--- src/rtl/sevt_pkg.sv ---
package sevt_pkg;

    localparam int LINE_W  = 14;
    localparam int PH_W    = 2;
    localparam int SLOT_W  = PH_W + LINE_W;
    localparam int NUM_EVT = 2;
    localparam int REG_W   = SLOT_W * NUM_EVT;

    localparam int EVT_FETCH = 0;
    localparam int EVT_IRQ   = 1;

    localparam logic ADDR_CFG = 1'b0;
    localparam logic ADDR_CLR = 1'b1;

    typedef enum logic [PH_W-1:0] {
        PH_VSYNC  = 2'd0,
        PH_BPORCH = 2'd1,
        PH_ACTIVE = 2'd2,
        PH_FPORCH = 2'd3
    } vphase_e;

    typedef struct packed {
        vphase_e           phase;
        logic [LINE_W-1:0] count;
    } evt_cfg_t;

    function automatic evt_cfg_t slot_decode(input logic [SLOT_W-1:0] slot);
        evt_cfg_t c;
        c.phase = vphase_e'(slot[PH_W-1:0]);
        c.count = slot[SLOT_W-1:PH_W];
        return c;
    endfunction

endpackage

--- src/rtl/sevt_cfg_regs.sv ---
module sevt_cfg_regs
    import sevt_pkg::*;
(
    input  logic                       clk,
    input  logic                       rst,
    input  logic                       wr_en,
    input  logic                       wr_addr,
    input  logic [REG_W-1:0]           wr_data,
    input  logic                       frame_start,
    output evt_cfg_t [NUM_EVT-1:0]     act_cfg
);

    logic [REG_W-1:0] stage_q;

    always_ff @(posedge clk) begin
        if (rst)
            stage_q <= '0;
        else if (wr_en && wr_addr == ADDR_CFG)
            stage_q <= wr_data;
    end

    for (genvar g = 0; g < NUM_EVT; g++) begin : g_slot
        always_ff @(posedge clk) begin
            if (rst)
                act_cfg[g] <= '0;
            else if (frame_start)
                act_cfg[g] <= slot_decode(stage_q[g*SLOT_W +: SLOT_W]);
        end
    end


    cfg_hold_chk: assert property (@(posedge clk) disable iff (rst)
        !frame_start |=> $stable(act_cfg));

endmodule

--- src/rtl/sevt_match.sv ---
module sevt_match
    import sevt_pkg::*;
(
    input  logic              clk,
    input  logic              rst,
    input  logic              frame_start,
    input  vphase_e           cur_phase,
    input  logic [LINE_W-1:0] cur_line,
    input  evt_cfg_t          cfg,
    output logic              hit
);

    logic armed_q;
    logic match;

    assign match = armed_q && !frame_start &&
                   (cur_phase == cfg.phase) && (cur_line == cfg.count);

    always_ff @(posedge clk) begin
        if (rst) begin
            armed_q <= 1'b0;
            hit     <= 1'b0;
        end else begin
            hit <= match;
            if (frame_start)
                armed_q <= 1'b1;
            else if (match)
                armed_q <= 1'b0;
        end
    end


    once_per_frame_chk: assert property (@(posedge clk) disable iff (rst)
        (hit && !frame_start) |=> !hit);

endmodule

--- src/rtl/sevt_gen.sv ---
module sevt_gen
    import sevt_pkg::*;
(
    input  logic              clk,
    input  logic              rst,
    input  logic              frame_start,
    input  logic [1:0]        cur_phase,
    input  logic [13:0]       cur_line,
    input  logic              wr_en,
    input  logic              wr_addr,
    input  logic [31:0]       wr_data,
    output logic              fetch_req,
    output logic              irq_pend
);

    evt_cfg_t [NUM_EVT-1:0] act_cfg;
    logic     [NUM_EVT-1:0] hit;
    logic                   clr_req;
    vphase_e                phase_in;

    assign phase_in = vphase_e'(cur_phase);

    sevt_cfg_regs u_cfg (
        .clk         (clk),
        .rst         (rst),
        .wr_en       (wr_en),
        .wr_addr     (wr_addr),
        .wr_data     (wr_data),
        .frame_start (frame_start),
        .act_cfg     (act_cfg)
    );

    for (genvar g = 0; g < NUM_EVT; g++) begin : g_evt
        sevt_match u_match (
            .clk         (clk),
            .rst         (rst),
            .frame_start (frame_start),
            .cur_phase   (phase_in),
            .cur_line    (cur_line),
            .cfg         (act_cfg[g]),
            .hit         (hit[g])
        );
    end

    assign fetch_req = hit[EVT_FETCH];
    assign clr_req   = wr_en && (wr_addr == ADDR_CLR) && wr_data[0];

    always_ff @(posedge clk) begin
        if (rst)
            irq_pend <= 1'b0;
        else if (hit[EVT_IRQ])
            irq_pend <= 1'b1;
        else if (clr_req)
            irq_pend <= 1'b0;
    end


    fetch_target_chk: assert property (@(posedge clk) disable iff (rst)
        fetch_req |-> ($past(cur_phase) == $past(act_cfg[EVT_FETCH].phase)) &&
                      ($past(cur_line)  == $past(act_cfg[EVT_FETCH].count)));


    irq_set_chk: assert property (@(posedge clk) disable iff (rst)
        hit[EVT_IRQ] |=> irq_pend);


    irq_sticky_chk: assert property (@(posedge clk) disable iff (rst)
        (irq_pend && !clr_req) |=> irq_pend);


    irq_clear_chk: assert property (@(posedge clk) disable iff (rst)
        (clr_req && !hit[EVT_IRQ]) |=> !irq_pend);

endmodule

--- config.mk ---
export PLATFORM = sky130hd
export DESIGN_NAME = sevt_gen
export DESIGN_NICKNAME = d
export VERILOG_FILES = /design/src/rtl/sevt_pkg.sv /design/src/rtl/sevt_cfg_regs.sv /design/src/rtl/sevt_match.sv /design/src/rtl/sevt_gen.sv
export SDC_FILE = /design/constraint.sdc
export NUM_CORES = 1
export LEC_CHECK = 0
export BUFFER_PORTS_ARGS = -buffer_cell sky130_fd_sc_hd__buf_2
export CAP_MARGIN = 20
export CORE_ASPECT_RATIO = 1.4
export CORE_MARGIN = 1.5
export CORE_UTILIZATION = 55
export DETAILED_ROUTE_END_ITERATION = 16
export PLACE_DENSITY = 0.82
export SYNTH_ARGS = -nofsm -noshare
export SYNTH_HDL_FRONTEND = slang
export SYNTH_SLANG_ARGS = --single-unit
export TNS_END_PERCENT = 10
--- constraint.sdc ---
create_clock -name clk -period 2.71 [get_ports clk]
set_input_delay 0.542 -clock clk [delete_from_list [all_inputs] [get_ports clk]]
set_output_delay 0.542 -clock clk [all_outputs]
set_load 0.005 [all_outputs]
==> reports/results.ini <==
[critical_path]
critical_path.top_delay_family = simple AND/OR/NAND/NOR gates
path_buf_inv = 2
rrSetupSlack_ns = 1.34
path_cells = buf_2 > nor2b_2 > buf_4 > nand2_1 > a21oi_1
reg2reg_depth = 4
reg2reg_to = g_evt[0].u_match.hit$_SDFF_PP0_
crit_type = in2reg
end_kind = flip-flop
cp_max_fo = 17
slowest_stage = nor2b_2
start_kind = primary input
slowest_delay_ns = 0.52
cp.arrival_ns = 1.75
r2r_start = u_cfg.act_cfg[6]$_SDFFE_PP0P_
worstPathRequired_ns = 2.98

[place]
pre_cts_slack_ns = 0.886
port_buffers = 54
dp_hpwl_um = 3800
post-place-cells = 406
gp_congestion = 0.813

[sta]
fin_crit_ns = 1.48
setup_ws_ns = 1.23
post-route-period-util_pct = 54.6
grt_setup_unrepaired = false
maxClockFrequency_ghz = 0.676
hold_viol = 0
skew_ns = 0.00966
slew_headroom_pct = 59.7
worst_pin_slew_ns = 0.602
finalMaxSlewViolations = 0
tns_ns = 0
finalSetupViolCount = 0
hold_slack_ns = 0.422

[min_path]
hold_depth = 3
min_to = u_cfg.stage_q[13]$_SDFFE_PP0P_
hold_class = in2reg
min_from = wr_data[13]

[global_route]
track_usage_pct = 22.5
antenna_found_initial = 0
grt_pass1_vias = 2013
grt_max_degree = 45
grt_pass1_wl_um = 9230
overflow = 0

[synthesis]
synth_cell_types = 17
syn_inst = 302
synth_seq_area_share_pct = 50.3
synth_nets = 355
synth_area_um2 = 2740
ys_ff_latch = 69
ys_warn_count = 0
avgSynthCellArea_um2 = 9.09

[finish]
syn_to_final_growth_pct = 18.7
nets = 406
layout-drive-gt1-share_pct = 20.9
diodes = 0
instances_no_fill = 422

[clock_tree]
clockBufferDepth = 2
cts-hold-fix-buffers = 0
clk_pin_slew_ns = 0.08
cts_resized = 0
post-cts-setup-buffer-count = 0
numCtsBuffers = 9
clock_tree.root_cell = clkbuf_8
clkSinkCount = 69
htree_levels = 3
cts_tree = done
clk-insertion-delay-late_ns = 0.35

[route]
antenna_left = 0
viasPerCell = 5.05
vias = 2132
postRouteWirelength_um = 5730
drt-pass1-iter-count = 4
drc = 0
routedWlPerCell_um = 13.6
detail_route.iter0.violations = 135

[floorplan]
coreArea_um2 = 4840
die_height_um = 86.6
io_pins = 55
start_util_pct = 56.7
placementRows = 30
die_w_um = 62.7
dieArea_um2 = 5430

[power_and_ir_drop]
ir_worst_vdd_mv = 0.362
power_leakage_uw = 0.00134
power_density_nw_per_um2 = 671
report.power.total_uw = 2190

[run]
maxCapViolCount = 0

[run_status]
status = complete, no violations

-- layer usage --
layer  GRT usage, %  part of all wire [%]  vias to the layer above
met3           4.94                   4.3                       13
met1           26.3                    44                      972
met5              0                     0                        -
met4           13.3                   2.3                        0
li1               -                     -                     1093
met2           38.0                    50                       54
-- cell usage after synthesis, drive strengths merged --
| cell type | count | area [µm²] |
|---|---|---|
| nand2b | 4 | 25.0 |
| xnor2 | 32 | 280 |
| nand2 | 64 | 240 |
| nand4 | 8 | 50.1 |
| o21ai | 2 | 10.0 |
| nor2b | 1 | 6.26 |
| nor2 | 34 | 128 |
| clkbuf | 7 | 26.3 |
| a21oi | 33 | 165 |
| nand3 | 1 | 5.00 |
| nor4 | 2 | 12.5 |
| mux2i | 32 | 320 |
| dfxtp | 69 | 1380 |
| and3 | 2 | 12.5 |
| buf | 11 | 81.3 |
-- report_power, final --
group / total (µW) / switching [µW] / leakage, µW / internal (µW)
combinational: 189 / 98.7 / 0.000670 / 90.3
sequential: 1070 / 21.3 / 0.000562 / 1050
clock: 926 / 385 / 0.000112 / 541
total: 2190 / 505 / 0.00134 / 1680
-- metrics by stage --
| stage | cell area (µm²) | util, % |
|---|---|---|
| CTS | 3260 | 67.2 |
| finish | 3260 | 67.2 |
| global route | 3260 | 67.2 |
| floorplan | 2740 | - |
| detailed placement | 3030 | 62.6 |
| global placement | 3030 | 62.6 |
-- worst max-delay path by stage --
stage / from / slack [ns] / to / depth (start not counted)
global route: wr_en / 1.09 / u_cfg.stage_q[25]$_SDFFE_PP0P_ / 5
finish: wr_en / 1.23 / u_cfg.stage_q[25]$_SDFFE_PP0P_ / 5
detailed placement: wr_en / 0.89 / u_cfg.stage_q[17]$_SDFFE_PP0P_ / 5
global placement: wr_en / 0.95 / u_cfg.stage_q[25]$_SDFFE_PP0P_ / 5
floorplan: cur_line[6] / 1.43 / g_evt[0].u_match.armed_q$_SDFFE_PP0P_ / 4
CTS: wr_en / 1.22 / u_cfg.stage_q[25]$_SDFFE_PP0P_ / 5
-- cells in the final DEF (no fill, tap or decap), drive strengths merged, types with 2 or more instances in the layout --
master,synthesis,layout
o21ai,2,2
nor2,34,34
nand4,8,8
xnor2,32,32
buf,11,58
nor4,2,2
clkinv,0,3
nand2b,4,4
clkbuf,7,10
nand2,64,64
bufinv,0,2
a21oi,33,33
dfxtp,69,69
and3,2,2
mux2i,32,32
-- kinds of logic after synthesis --
family / Yosys count / synth area share [%]
XOR/XNOR: 32 / 10.2
buffers and inverters: 18 / 3.92
AO/OA/AOI/OAI: 35 / 6.38
flip-flops: 69 / 50.3
multiplexers: 32 / 11.7
AND/OR/NAND/NOR: 116 / 17.5
-- state kept, by name (all words and copies together) (netlist names) --
| register | count |
|---|---|
| u_cfg.act_cfg | 32 |
| g_evt.u_match.armed_q | 2 |
| g_evt.u_match.hit | 2 |
| u_cfg.stage_q | 32 |
| irq_pend | 1 |
-- worst register-to-register path: stages (launching register included) --
cell	delay [ns]
dfxtp_1	0.33
xnor2_1	0.20
nand4_1	0.14
nor4_1	0.41
and3_1	0.23
-- cell type report --
| class | count | area [µm²] |
|---|---|---|
| Sequential cell | 69 | 1380 |
| Fill cell | 377 | 1590 |
| Multi-Input combinational cell | 215 | 1260 |
| Clock inverter | 6 | 86.3 |
| Clock buffer | 10 | 138 |
| Timing Repair Buffer | 58 | 313 |
| Tap cell | 64 | 80.1 |
Note: power is estimated with default switching activity, not from simulation.
